--- src/rtl/srgfs_pkg.sv ---
package srgfs_pkg;

   typedef enum logic [1:0] {
      MODE_SLAVE  = 2'b00,
      MODE_EXTCLK = 2'b01,
      MODE_MASTER = 2'b10,
      MODE_RSVD   = 2'b11
   } port_mode_e;

   localparam int unsigned MIN_SYNC_STAGES = 1;
   localparam int unsigned MAX_FIELD_W     = 16;

endpackage

--- src/rtl/srgfs_clk_src.sv ---
module srgfs_clk_src #(
   parameter int unsigned SYNC_STAGES = 2
) (
   input  logic clk,
   input  logic rst_n,
   input  logic use_ext,
   input  logic ext_clk,
   output logic src_tick
);
   import srgfs_pkg::*;

   localparam int unsigned SMSB = SYNC_STAGES - 1;

   logic [SMSB:0] sync_q;
   logic          last_q;
   logic          ext_rise;

   generate
      if (SYNC_STAGES < MIN_SYNC_STAGES) begin : g_bad_sync
         $error("srgfs_clk_src: SYNC_STAGES must be at least 1");
      end
      if (SYNC_STAGES == 1) begin : g_sync_one
         always_ff @(posedge clk or negedge rst_n) begin
            if (!rst_n) sync_q <= '0;
            else        sync_q <= ext_clk;
         end
      end else begin : g_sync_chain
         always_ff @(posedge clk or negedge rst_n) begin
            if (!rst_n) sync_q <= '0;
            else        sync_q <= {sync_q[SMSB-1:0], ext_clk};
         end
      end
   endgenerate

   always_ff @(posedge clk or negedge rst_n) begin
      if (!rst_n) last_q <= 1'b0;
      else        last_q <= sync_q[SMSB];
   end

   assign ext_rise = sync_q[SMSB] & ~last_q;
   assign src_tick = use_ext ? ext_rise : 1'b1;

   AST_EXT_RISE_SINGLE: assert property (@(posedge clk) disable iff (!rst_n)
      ext_rise |=> !ext_rise);

endmodule

--- src/rtl/srgfs_clk_div.sv ---
module srgfs_clk_div #(
   parameter int unsigned DIV_W = 8
) (
   input  logic             clk,
   input  logic             rst_n,
   input  logic             run,
   input  logic             src_tick,
   input  logic [DIV_W-1:0] div_m1,
   output logic             bit_tick,
   output logic             bclk_q
);
   import srgfs_pkg::*;

   logic [DIV_W-1:0] cnt;
   logic [DIV_W-1:0] cnt_next;
   logic [DIV_W:0]   high_len;
   logic             wrap;

   generate
      if (DIV_W < 1 || DIV_W > MAX_FIELD_W) begin : g_bad_div
         $error("srgfs_clk_div: DIV_W out of range");
      end
   endgenerate

   assign wrap     = (cnt >= div_m1);
   assign cnt_next = wrap ? '0 : cnt + 1'b1;
   assign high_len = ({1'b0, div_m1} + (DIV_W+1)'(2)) >> 1;
   assign bit_tick = run & src_tick & wrap;

   always_ff @(posedge clk or negedge rst_n) begin
      if (!rst_n) begin
         cnt    <= '0;
         bclk_q <= 1'b0;
      end else if (!run) begin
         cnt    <= '0;
         bclk_q <= 1'b0;
      end else if (src_tick) begin
         cnt    <= cnt_next;
         bclk_q <= ({1'b0, cnt_next} < high_len);
      end
   end

   AST_TICK_WRAP: assert property (@(posedge clk) disable iff (!rst_n)
      bit_tick |=> (cnt == '0));

   AST_STOP_LOW: assert property (@(posedge clk) disable iff (!rst_n)
      !run |=> (!bclk_q && !bit_tick));

endmodule

--- src/rtl/srgfs_frame_gen.sv ---
module srgfs_frame_gen #(
   parameter int unsigned FRM_W = 8
) (
   input  logic             clk,
   input  logic             rst_n,
   input  logic             gen_run,
   input  logic             fs_en,
   input  logic             periodic,
   input  logic             bit_tick,
   input  logic             tx_load,
   input  logic [FRM_W-1:0] per_m1,
   input  logic [FRM_W-1:0] wid_m1,
   output logic             fs_act
);
   import srgfs_pkg::*;

   logic [FRM_W-1:0] fpos;
   logic [FRM_W-1:0] fpos_next;
   logic [FRM_W:0]   act_len;
   logic             started;
   logic             pend;
   logic             run_fs;

   generate
      if (FRM_W < 1 || FRM_W > MAX_FIELD_W) begin : g_bad_frm
         $error("srgfs_frame_gen: FRM_W out of range");
      end
   endgenerate

   assign run_fs    = gen_run & fs_en;
   assign act_len   = (wid_m1 < per_m1) ? ({1'b0, wid_m1} + 1'b1) : {1'b0, per_m1};
   assign fpos_next = !started ? '0 : ((fpos >= per_m1) ? '0 : fpos + 1'b1);

   always_ff @(posedge clk or negedge rst_n) begin
      if (!rst_n) begin
         fpos <= '0; started <= 1'b0; fs_act <= 1'b0; pend <= 1'b0;
      end else if (!run_fs) begin
         fpos <= '0; started <= 1'b0; fs_act <= 1'b0; pend <= 1'b0;
      end else if (periodic) begin
         pend <= 1'b0;
         if (bit_tick) begin
            fpos    <= fpos_next;
            started <= 1'b1;
            fs_act  <= ({1'b0, fpos_next} < act_len);
         end
      end else begin
         fpos    <= '0;
         started <= 1'b0;
         if (bit_tick) begin
            fs_act <= pend | tx_load;
            pend   <= 1'b0;
         end else begin
            pend <= pend | tx_load;
         end
      end
   end

   AST_FS_IDLE: assert property (@(posedge clk) disable iff (!rst_n)
      !run_fs |=> !fs_act);

   AST_FS_ONLY_ON_TICK: assert property (@(posedge clk) disable iff (!rst_n)
      (!bit_tick && run_fs) |=> ($stable(fs_act) || !run_fs));

endmodule

--- src/rtl/srgfs_top.sv ---
module srgfs_top #(
   parameter int unsigned DIV_W       = 8,
   parameter int unsigned FRM_W       = 8,
   parameter int unsigned SYNC_STAGES = 2
) (
   input  logic             clk,
   input  logic             rst_n,
   input  logic             gen_run,
   input  logic             fs_en,
   input  logic             fs_periodic,
   input  logic [1:0]       mode,
   input  logic [DIV_W-1:0] div_m1,
   input  logic [FRM_W-1:0] per_m1,
   input  logic [FRM_W-1:0] wid_m1,
   input  logic             bclk_inv,
   input  logic             fs_inv,
   input  logic             ext_clk,
   input  logic             tx_load,
   output logic             bclk_out,
   output logic             bclk_oe,
   output logic             fs_out,
   output logic             fs_oe,
   output logic             bit_strobe
);
   import srgfs_pkg::*;

   port_mode_e pmode;
   logic       use_ext;
   logic       src_tick;
   logic       bclk_q;
   logic       fs_act;

   assign pmode   = port_mode_e'(mode);
   assign use_ext = (pmode == MODE_EXTCLK);
   assign bclk_oe = (pmode == MODE_MASTER);
   assign fs_oe   = (pmode == MODE_MASTER) || (pmode == MODE_EXTCLK);

   srgfs_clk_src #(.SYNC_STAGES(SYNC_STAGES)) u_src (
      .clk(clk), .rst_n(rst_n), .use_ext(use_ext), .ext_clk(ext_clk),
      .src_tick(src_tick)
   );

   srgfs_clk_div #(.DIV_W(DIV_W)) u_div (
      .clk(clk), .rst_n(rst_n), .run(gen_run), .src_tick(src_tick),
      .div_m1(div_m1), .bit_tick(bit_strobe), .bclk_q(bclk_q)
   );

   srgfs_frame_gen #(.FRM_W(FRM_W)) u_frm (
      .clk(clk), .rst_n(rst_n), .gen_run(gen_run), .fs_en(fs_en),
      .periodic(fs_periodic), .bit_tick(bit_strobe), .tx_load(tx_load),
      .per_m1(per_m1), .wid_m1(wid_m1), .fs_act(fs_act)
   );

   assign bclk_out = bclk_q ^ bclk_inv;
   assign fs_out   = fs_act ^ fs_inv;

   AST_SLAVE_NO_DRIVE: assert property (@(posedge clk) disable iff (!rst_n)
      ((mode == 2'b00) || (mode == 2'b11)) |-> (!bclk_oe && !fs_oe));

   AST_NO_STROBE_STOPPED: assert property (@(posedge clk) disable iff (!rst_n)
      !gen_run |-> !bit_strobe);

endmodule

--- config.mk ---
export PLATFORM = sky130hd
export DESIGN_NAME = srgfs_top
export DESIGN_NICKNAME = d
export VERILOG_FILES = /design/src/rtl/srgfs_pkg.sv /design/src/rtl/srgfs_clk_src.sv /design/src/rtl/srgfs_clk_div.sv /design/src/rtl/srgfs_frame_gen.sv /design/src/rtl/srgfs_top.sv
export SDC_FILE = /design/constraint.sdc
export NUM_CORES = 1
export LEC_CHECK = 0
export BUFFER_PORTS_ARGS = -buffer_cell sky130_fd_sc_hd__buf_2
export CORE_ASPECT_RATIO = 0.6
export CORE_MARGIN = 2
export CORE_UTILIZATION = 35
export CTS_CLUSTER_DIAMETER = 150
export DETAILED_ROUTE_END_ITERATION = 6
export GPL_ROUTABILITY_DRIVEN = 0
export HOLD_SLACK_MARGIN = 0.02
export PLACE_DENSITY = 0.55
export SYNTH_ARGS = -nofsm -noshare
export SYNTH_HDL_FRONTEND = slang
export SYNTH_SLANG_ARGS = --single-unit
--- constraint.sdc ---
create_clock -name clk -period 3.35 [get_ports clk]
set_clock_uncertainty 0.2 [all_clocks]
set_input_delay 0.1675 -clock clk [delete_from_list [all_inputs] [get_ports clk]]
set_output_delay 0.1675 -clock clk [all_outputs]
set_load 0.01 [all_outputs]
# After elaboration in Yosys (flattened, before gate mapping)
# Index checks and enable logic that the tools add are counted.
[op_classes]
n_addsub = 4
muxes = 22
eq_ne = 5
bitwise_logic = 8
order_cmp = 5
n_reduce_logical = 1
[ops]
columns = ["cell", "n"]
rows = [
  ["8-bit 2-to-1 mux", 8],
  ["8-bit by 1-bit adder with 8-bit output (second input constant)", 2],
  ["8-bit >= comparator", 2],
  ["8-bit < comparator", 2],
  ["1-bit 2-to-1 mux", 13],
  ["8-bit by 1-bit adder with 9-bit output (second input constant)", 1],
  ["8-bit by 2-bit adder with 9-bit output (second input constant)", 1],
  ["8-bit by 9-bit < comparator with 1-bit output", 1],
  ["9-bit 2-to-1 mux", 1],
  ["1-bit bitwise AND", 4],
  ["3-bit inequality test (second input constant)", 1],
  ["2-bit by 1-bit == test with 1-bit output (second input constant)", 1],
  ["2-bit == test (second input constant)", 1],
  ["2-bit by 1-bit inequality test with 1-bit output (second input constant)", 1],
  ["2-bit inequality test (second input constant)", 1],
  ["1-bit bitwise XOR", 2],
  ["1-bit logical OR", 1],
  ["1-bit NOT", 1],
  ["1-bit OR", 1],
]
[word_totals]
word_cells = 53
reg_bits = 23
inputBits = 35
out_inout_bits = 5

# Logic depth before layout (Yosys ltp)
# Gate-level depths: netlist of the first run.
[depth]
depth_word = 8
ltp_mapped = 17
depth_no_buf = 15

# By module
# A second synthesis of the first run with hierarchy kept.
[unflattened]
cells_unflattened = 308
area_unflattened_um2 = 2617.5
[by_module_without_submodules]
columns = ["mod", "cells_per_inst", "area_each_um2", "instances", "seq_area_each_um2"]
rows = [
  ["srgfs_frame_gen", 155, 1311.3, 1, 275.3],
  ["srgfs_clk_div", 141, 1164.9, 1, 225.2],
  ["srgfs_clk_src", 5, 87.6, 1, 75.1],
  ["srgfs_top", 7, 53.8, 1, 0.0],
]

# Least setup slack after synthesis of the first run
# OpenSTA, ideal clock, no wires.
[synth_timing]
kind = "input to register"
startpoint = "input port per_m1[1]"
endpoint = "register u_frm.fs_act"
setup_slack_ns = 0.505
cell_stages = 14
setup_ns = 0.142
t_required_ns = 3.008
path_buffers = 1
arrival_ns = 2.503
path_cell_list = "inv_1 > ha_1 > a2111oi_4 > nor2_2 > a31oi_4 > buf_4 > o21ai_0 > ha_1 > a21o_1 > a21oi_1 > and2_1 > o21a_1 > a211oi_1 > o221ai_1"
[synth_between]
elab_chain_len = 7
elab_cells_between_ends = 9
classes_between = "order compare (3); mux (6)"
[synth_lines]
columns = ["item", "line", "text"]
rows = [
  ["from (decl)", "srgfs_top.sv:13", "input logic [FRM_W-1:0] per_m1,"],
  ["8-bit >= comparator", "srgfs_frame_gen.sv:32", "assign fpos_next = !started ? '0 : ((fpos >= per_m1) ? '0 : fpos + 1'b1);"],
  ["8-bit 2-to-1 mux (2 in a row)", "srgfs_frame_gen.sv:32", ""],
  ["8-bit by 9-bit < comparator with 1-bit output (*)", "srgfs_frame_gen.sv:44", "fs_act <= ({1'b0, fpos_next} < act_len);"],
  ["1-bit 2-to-1 mux (*)", "srgfs_frame_gen.sv:41", "if (bit_tick) begin"],
  ["1-bit 2-to-1 mux (*)", "srgfs_frame_gen.sv:39", "end else if (periodic) begin"],
  ["1-bit 2-to-1 mux (*)", "srgfs_frame_gen.sv:37", "end else if (!run_fs) begin"],
  ["to (signal assigned)", "srgfs_frame_gen.sv:44", ""],
  ["to (signal assigned)", "srgfs_frame_gen.sv:50", "fs_act <= pend | tx_load;"],
  ["to (decl)", "srgfs_frame_gen.sv:13", "output logic fs_act"],
]
# Mark *: on every way between the ends. The rest lies on a longest branch, timed or not. The select of a mux whose other input is x is not followed.
# A chain may end at the register's enable or synchronous reset.

# Worst setup path after layout of the first run
[layout_timing]
startpoint = "register u_frm.fpos[4]"
endpoint = "register u_frm.fs_act"
[layout_between]
elab_chain_len = 7
elab_cells_between_ends = 8
classes_between = "add/sub (1); order compare (2); mux (5)"
[layout_lines]
columns = ["item", "line", "text"]
rows = [
  ["from (decl)", "srgfs_frame_gen.sv:17", "logic [FRM_W-1:0] fpos;"],
  ["from (signal assigned)", "srgfs_frame_gen.sv:42", "fpos <= fpos_next;"],
  ["8-bit by 1-bit adder with 8-bit output / 8-bit >= comparator (equally long branches)", "srgfs_frame_gen.sv:32", ""],
  ["8-bit 2-to-1 mux (*) (2 in a row)", "srgfs_frame_gen.sv:32", ""],
  ["8-bit by 9-bit < comparator with 1-bit output (*)", "srgfs_frame_gen.sv:44", ""],
  ["1-bit 2-to-1 mux (*)", "srgfs_frame_gen.sv:41", ""],
  ["1-bit 2-to-1 mux (*)", "srgfs_frame_gen.sv:39", ""],
  ["1-bit 2-to-1 mux (*)", "srgfs_frame_gen.sv:37", ""],
]
# Marked as above.

==> results of run 1 <==
power by group through the flow:
stage          Sequential (mW)  Combinational, mW  Clock [mW]
2_1_floorplan            0.297              0.144           0
3_3_place_gp             0.297              0.220           0
3_5_place_dp             0.298              0.221           0
4_1_cts                  0.292              0.226       0.275
5_1_grt                  0.293              0.274       0.287
6_report                 0.292              0.240       0.266
placed cells by master (no fill, tap or decap), types with 15 or more instances in the layout:
cell type and count:
ha_1 40, buf_4 15, nand2_1 29, buf_2 39, dfrtp_1 20, nor2_1 25, inv_1 31, nand3_1 19
routing by layer:
layer  part of all wire  up-vias  global-route usage
li1                   -     1241                   -
met1               0.58     1123               0.297
met2               0.37       40               0.223
met3              0.053        0              0.0260
met4                  0        0              0.0120
met5                  0        -                   0
sequential cells by signal, indices dropped and copies added, names as in the netlist:
| register | cells |
|---|---|
| u_frm.pend | 1 |
| u_src.last_q | 1 |
| u_div.bclk_q | 1 |
| u_div.cnt | 8 |
| u_frm.fpos | 8 |
| u_src.sync_q | 2 |
| u_frm.started | 1 |
| u_frm.fs_act | 1 |
worst max-delay path, delay by kind of cell, from the launching register on:
| kind | cells | cell delay [ps] |
|---|---|---|
| buf+inv | 1 | 160 |
| simple gates | 3 | 540 |
| flops | 1 | 420 |
| fa+ha+maj | 2 | 480 |
| compound gates | 7 | 1320 |
worst max path at each step:
stage	startpoint	endpoint	slack, ps
global placement	per_m1[1]	u_frm.fs_act	190
global route	u_frm.fpos[7]	u_frm.fs_act	-40
CTS	u_frm.fpos[6]	u_frm.fs_act	160
finish	u_frm.fpos[4]	u_frm.fs_act	150
detailed placement	per_m1[1]	u_frm.fs_act	170
floorplan	per_m1[1]	u_frm.fs_act	510
repair_timing:
action                                 in CTS  in global routing
endpoints found under the hold margin      25                  0
setup endpoints to repair                   0                  2
resized for setup                           0                 20
hold buffers                                4                  0
setup buffers                               0                  7
final cells by class:
type | instances | share of cell area
Tap cell | 91 | 0.0356
Timing Repair Buffer | 58 | 0.109
Clock buffer | 3 | 0.0234
Inverter | 32 | 0.0375
Clock inverter | 1 | 0.00234
Multi-Input combinational cell | 252 | 0.612
Sequential cell | 23 | 0.181
kinds of logic (layout without fill, tap and decap cells):
group,count (synthesis),after routing
AOI/OAI and AO/OA,73,73
xor gates and xnor gates,22,22
adders and majority gates,43,43
buffers and inverters,37,94
DFF,23,23
muxes,1,1
and+or+nand+nor,113,113
==> reports/qor.txt, run 1 <==
first-pass GRT wire length: 11,000 µm
layout cells sized above 1: 0.233
Die Wd: 115 µm
Seq pwr share: 0.366
CP max stage delay: 420 ps
Highest Clock Rate: 313 MHz
Cells after Synth: 312
I/O pin cnt: 40
GRT overflow: 0
P per Cell Area: 250 mW/mm²
Compound-Gate Fraction of Synth Area: 0.214
post-route setup slack: 150 ps
Pwr Total: 799 µW
fin crit period: 3200 ps
wire per inst: 14.8 µm
Synth top area share: 0.223
vias per cell: 5.23
Clk network pwr share: 0.333
Fin. Hold Viols: 0
area occupied by multi-input gates: 0.00196 mm²
setup_tns: 0 ps
initial antenna violation count: 0
asr flop ratio synth: 1.00
clk buf depth: 2
clk root buf: clkbuf_16
register area share after synthesis: 0.223
Slew Limit Fails: 0
dpl hpwl: 5550 µm
area grow syn2layout: 24.2%
cell taking the most area after synthesis: dfrtp_1
CP max FO: 5
final period utilization: 0.955
R2R Path End: u_frm.fs_act
P_sw: 248 µW
Synth Cell Area: 0.00258 mm²
count leader, synth: ha_1
Synth Area in Adders: 0.209
number of flops mapped to enable cells by yosys: 0
starting density of the core: 0.358
largest net degree at the start of global routing: 24
Routed WL: 6820 µm
FF+latch area: 579 µm²
CP dominant cell by count: a21o_1
Crit Path Class: flip-flop to flip-flop
Final Non-Filler Cells: 460
# diodes: 0
Die Height: 70.5 µm
dpl cell area: 0.00292 mm²
IO Port Bufs: 39
Via Count: 2,404
arrival time worst endpoint: 3170 ps
Worst Hold Class: input port to flip-flop
pre-CTS WS: 166 ps
Worst R2R Setup Slack: 150 ps
gr usage total: 0.172
Primary FF master, synth: dfrtp_1
yosys warns: 0
Util after Layout: 0.444
VDD IR max: 0.189 mV
Mapped Nets: 390
Pint: 551 µW
Detailed Route Iter0 Violations: 111
Placed Cells incl. Taps: 445
die area: 0.00809 mm²
FP Rows: 24
switching share of power: 0.310
CP startpoint kind: flip-flop
drt pass-1 iters: 4
Min Hold Slack: 50.6 ps
post-synthesis mux area share: 0.00388
post-route cell area: 0.00320 mm²
Max Cap Violations: 0
core area: 0.00721 mm²
top cells by area, synth: dfrtp_1 (22%), ha_1 (21%), inv_1 (4.7%)
Yosys cell types: 47
status: finished clean
reg2reg path depth: 13
Slew headroom: 0.629
Post-synth top cells: ha_1 (43), inv_1 (32), nand2_1 (29)
largest family of logic cells by synthesized area: simple AND/OR/NAND/NOR gates
Leak Pwr: 1.54 nW
final setup vio count: 0
Synth Area in Simple Gates: 0.219
CP endpoint kind: flip-flop
TritonCTS clock tree: built
DRC viols: 0
CTS buffer count: 3
hold path startpoint: gen_run
worst hold stages: 3
fill count: 729
Hold EP: u_frm.fpos[6]
number of global-route vias before repair: 2,187
clock latency on the worst-skew pair: 260 ps
#FFs+latches synth: 23
clk sinks: 23
antenna-violating nets left: 0
Clock transition at path regs: 60 ps
syn_area_per_cell: 8.27 µm²
CP max stage cell: dfrtp_1
CP required: 3320 ps
worst slew pin tran: 556 ps
fin nets: 448
Post-Synth XOR/XNOR Area: 0.0747
Comb power frac: 0.301
r2r startpoint: u_frm.fpos[4]
crit-path cells: ha_4, a21o_1, a221oi_4, o21ai_4, buf_4, nor2_2, ha_1, a21o_1, a21oi_2, nand4_1, nor4_2, a211oi_2, o221ai_1
H-tree levels: 1
No activity file was read; power rests on OpenSTA's default activity.
==> run 2, diff against run 1 <==
==> constraint.sdc (replaced) <==
create_clock -name clk -period 3.35 [get_ports clk]
set_clock_uncertainty 0.2 [all_clocks]
set_input_delay 0.335 -clock clk [delete_from_list [all_inputs] [get_ports clk]]
set_output_delay 0.335 -clock clk [all_outputs]
set_load 0.01 [all_outputs]
==> run 2 against run 1 <==
Register-to-register slack barely moved. Worst setup slack gained 13 ps. Clock-buffer cell count unchanged. Cell area is 3.6% lower. Final cell count decreased by 0.65%. Critical path depth increased by 1. Non-clock buffer count is 3 lower. Highest routed layer is now met4.
==> reports/qor.txt, run 2 (synthesis gave the netlist of run 1 again) <==
status: finished clean
Slew Limit Fails: 0
CTS buffer count: 3
FP Rows: 24
clk buf depth: 2
Leak Pwr: 1.55 nW
most frequent cells in the layout: ha_1 (43), buf_2 (39), inv_1 (32), nand2_1 (29), nor2_1 (27)
fin crit period: 3190 ps
core area: 0.00721 mm²
Worst Hold Class: input port to flip-flop
Post-CTS Setup Repair Bufs: 0
Fin. Hold Viols: 0
CP startpoint kind: flip-flop
worst slew pin tran: 538 ps
clk root buf: clkbuf_16
largest net degree at the start of global routing: 24
number of global-route vias before repair: 2,190
RSZ-0062 raised after global routing: false
crit path launch: u_div.cnt[0]
arrival time worst endpoint: 3170 ps
I/O pin cnt: 40
Detailed Route Iter0 Violations: 148
H-tree levels: 1
setup_tns: 0 ps
GRT overflow: 0
Clock transition at path regs: 60 ps
CP endpoint kind: flip-flop
Die Height: 70.5 µm
IO Port Bufs: 39
fin nets: 445
vias per cell: 5.17
TritonCTS clock tree: built
P per Cell Area: 257 mW/mm²
Max Cap Violations: 0
Crit Path Class: flip-flop to flip-flop
drt pass-1 iters: 4
clock latency on the worst-skew pair: 260 ps
first-pass GRT wire length: 11,300 µm
die area: 0.00809 mm²
Die Wd: 115 µm
starting density of the core: 0.358
Slew headroom: 0.641
hold path startpoint: fs_en
area grow syn2layout: 19.7%
Placed Cells incl. Taps: 451
final setup vio count: 0
Final Non-Filler Cells: 457
layout cells sized above 1: 0.194
Routed WL: 6720 µm
clk sinks: 23
fill count: 740
CP max FO: 6
most common cell after layout, fill and taps aside: ha_1
CP required: 3340 ps
Min Hold Slack: 137 ps
r2r startpoint: u_div.cnt[0]
antenna-violating nets left: 0
initial antenna violation count: 0
wire per inst: 14.7 µm
gr usage total: 0.178
Highest Clock Rate: 314 MHz
post-route cell area: 0.00309 mm²
Via Count: 2,363
final period utilization: 0.951
dpl hpwl: 5720 µm
top flop regs: u_div.cnt (8), u_frm.fpos (8), u_src.sync_q (2)
VDD IR max: 0.202 mV
dpl cell area: 0.00298 mm²
# diodes: 0
DRC viols: 0
## run 2: changes by cell type in the layout (fill, tap and decap cells not counted), moves of 2 or more
cell           before  now
dfrtp_1            20   23
dfrtp_2             3    0
ha_1               40   43
ha_4                3    0
a21oi_1            10   12
a21oi_2             2    0
buf_4              15   13
dlygate4sd3_1       4    2
nor2_1             25   27
nor2_2              4    2
## run 2: repair_timing
action | CTS | global route
endpoints found under the hold margin | 24 | 0
resized for setup | 0 | 2
hold buffers | 2 | 0
setup endpoints to repair | 0 | 2
## run 2: path summary, 6_finish.rpt
kind | depth (start not counted) | slack [ps] | endpoint
worst max-delay path | 14 | 160 | u_div.bclk_q
worst min-delay path | 3 | 140 | u_frm.pend
worst max register to register | 14 | 160 | u_div.bclk_q
worst min register to register | 0 | 150 | u_src.sync_q[1]
max in group asynchronous | 2 | 2190 | u_src.sync_q[0]
min in group asynchronous | 2 | 390 | u_div.cnt[6]
## run 2: cell type report
class,count,area [µm²],share of cell area
multi-input cells,252,1860,0.604
flip-flops and latches,23,576,0.186
repair buffers,55,333,0.108
inverters,32,120,0.0389
well taps,91,114,0.0369
clock buffers,3,75.1,0.0243
clock inverters,1,5.00,0.00162
## run 2: report_power, final
| part | leakage, nW | total (mW) | switching, mW | internal [mW] |
|---|---|---|---|---|
| registers | 0.310 | 0.293 | 0.00649 | 0.286 |
| logic | 1.20 | 0.242 | 0.137 | 0.105 |
| clock network | 0.0409 | 0.258 | 0.0977 | 0.161 |
## run 2: metal layers
layer  GRT usage  vias up  share of wire
met5           0        -              0
li1            -     1243              -
met1       0.313     1084           0.60
met3      0.0304        2          0.033
met2       0.222       34           0.36
met4      0.0120        0         0.0012
## run 2: through the flow
step,utilization,total power [mW],worst slack (ps)
2_1_floorplan,-,0.441,338
3_3_place_gp,0.413,0.533,113
3_5_place_dp,0.413,0.535,78.5
4_1_cts,0.427,0.801,151
5_1_grt,0.428,0.850,17.9
6_report,0.428,0.793,164
## run 2: worst max-delay path: stages, from the launching register on
cell	delay, ps
dfrtp_1	370
inv_1	80
ha_1	220
nand2b_1	130
a21oi_1	250
o21a_1	210
o211ai_2	190
nor2_1	200
ha_1	270
a21o_1	160
a21o_1	170
a211oi_1	260
buf_4	160
o311ai_0	120
nand3_1	120
==> run 3, diff against run 2 <==
- PLACE_DENSITY: 0.55 -> unset
- PLACE_DENSITY_LB_ADDON: unset -> 0.12
==> run 3 against run 2 <==
Global-route usage up 0.81 points. Final cell count grew 3.3%. Worst setup slack got worse by 19 ps.
==> reports/qor.txt, run 3 (synthesis gave the netlist of run 1 again) <==
Worst Hold Class: input port to flip-flop
DRC viols: 0
Clock transition at path regs: 60 ps
clock latency on the worst-skew pair: 260 ps
Highest Clock Rate: 312 MHz
fill count: 725
Min Hold Slack: 135 ps
area occupied by multi-input gates: 0.00196 mm²
Routed WL: 7230 µm
wire per inst: 15.3 µm
P per Cell Area: 251 mW/mm²
starting density of the core: 0.358
TritonCTS clock tree: built
CTS buffer count: 3
gr usage total: 0.186
core area: 0.00721 mm²
CP required: 3330 ps
top flop regs: u_div.cnt (8), u_frm.fpos (8), u_src.sync_q (2)
post-route setup slack: 145 ps
clk root buf: clkbuf_16
status: finished clean
fin crit period: 3210 ps
# diodes: 0
clk buf depth: 2
CP endpoint kind: flip-flop
worst hold stages: 3
R2R Path End: u_frm.fs_act
Max Cap Violations: 0
FF+latch area: 576 µm²
final setup vio count: 0
final period utilization: 0.957
area grow syn2layout: 27.3%
Detailed Route Iter0 Violations: 124
Crit Path Class: input port to flip-flop
Worst R2R Setup Slack: 180 ps
I/O pin cnt: 40
drt pass-1 iters: 4
FP Rows: 24
Pwr Total: 823 µW
die area: 0.00809 mm²
arrival time worst endpoint: 3180 ps
largest net degree at the start of global routing: 24
most common cell after layout, fill and taps aside: ha_1
Die Wd: 115 µm
number of global-route vias before repair: 2,191
fin nets: 460
initial antenna violation count: 0
most frequent cells in the layout: ha_1 (40), buf_2 (39), inv_1 (32), nand2_1 (28)
Hold EP: u_frm.pend
clk sinks: 23
layout cells sized above 1: 0.252
hold path startpoint: fs_en
Leak Pwr: 1.61 nW
r2r startpoint: u_frm.fpos[4]
CP startpoint kind: input port
dpl hpwl: 5980 µm
vias per cell: 5.16
Die Height: 70.5 µm
worst slew pin tran: 547 ps
first-pass GRT wire length: 11,800 µm
IO Port Bufs: 39
reg2reg path depth: 13
dpl cell area: 0.00306 mm²
VDD IR max: 0.164 mV
antenna-violating nets left: 0
H-tree levels: 1
Fin. Hold Viols: 0
GRT overflow: 0
pre-CTS WS: -58.4 ps
Slew Limit Fails: 0
Slew headroom: 0.635
post-route cell area: 0.00328 mm²
CP max FO: 4
Via Count: 2,434
==> run 3: changes by cell type in the layout (fill, tap and decap cells not counted), sizes merged <==
cell	delta
buf	+14
a31oi	+1
==> run 3: worst max-delay path by stage <==
stage / slack [ps] / from / end
5_1_grt: -20 / per_m1[6] / u_frm.fs_act
4_1_cts: 140 / u_frm.fpos[0] / u_frm.fs_act
2_1_floorplan: 340 / per_m1[1] / u_frm.fs_act
6_report: 140 / per_m1[6] / u_frm.fs_act
3_3_place_gp: -50 / per_m1[6] / u_frm.fs_act
3_5_place_dp: -60 / per_m1[6] / u_frm.fs_act
==> run 3: final cells by class <==
class	count	share of cell area
clock buffers	3	0.0229
flip-flops and latches	23	0.175
well taps	91	0.0347
repair buffers	69	0.131
inverters	32	0.0366
clock inverters	1	0.00152
multi-input cells	253	0.598
==> run 3: critical path, stage by stage <==
cell and delay [ps]:
buf_2 90, inv_1 70, ha_1 310, a21o_1 210
a21oi_2 180, nand2_2 140, a31oi_4 240, nand2_1 70
o21ai_0 160, ha_4 270, a21o_1 190, a21oi_2 160
nand4_1 120, nor4_2 340, a211oi_2 110, o221ai_1 180
==> run 3: metal layers <==
metal,vias to the layer above,GRT usage,part of all wire
li1,1272,-,-
met5,-,0,0
met2,58,0.204,0.32
met1,1104,0.346,0.62
met4,0,0.00803,0
met3,0,0.0425,0.068
==> run 3: repair_timing <==
action / in CTS / in global routing
hold buffers: 2 / 0
resized for setup: 0 / 15
setup endpoints to repair: 0 / 1
buffers inserted: 0 / 2
endpoints found under the hold margin: 24 / 0
==> run 3: stage by stage <==
| stage | instances | TNS [ps] | util |
|---|---|---|---|
| floorplan | 312 | 0 | - |
| global placement | 463 | -48.1 | 0.424 |
| detailed placement | 463 | -58.4 | 0.424 |
| CTS | 469 | 0 | 0.438 |
| global route | 472 | -21.0 | 0.456 |
| finish | 472 | 0 | 0.456 |
==> run 3: power by group <==
part	switching, mW	total, mW	internal [mW]
Clock	0.106	0.267	0.161
Combinational	0.150	0.264	0.114
Sequential	0.00591	0.292	0.286
Total	0.262	0.823	0.560
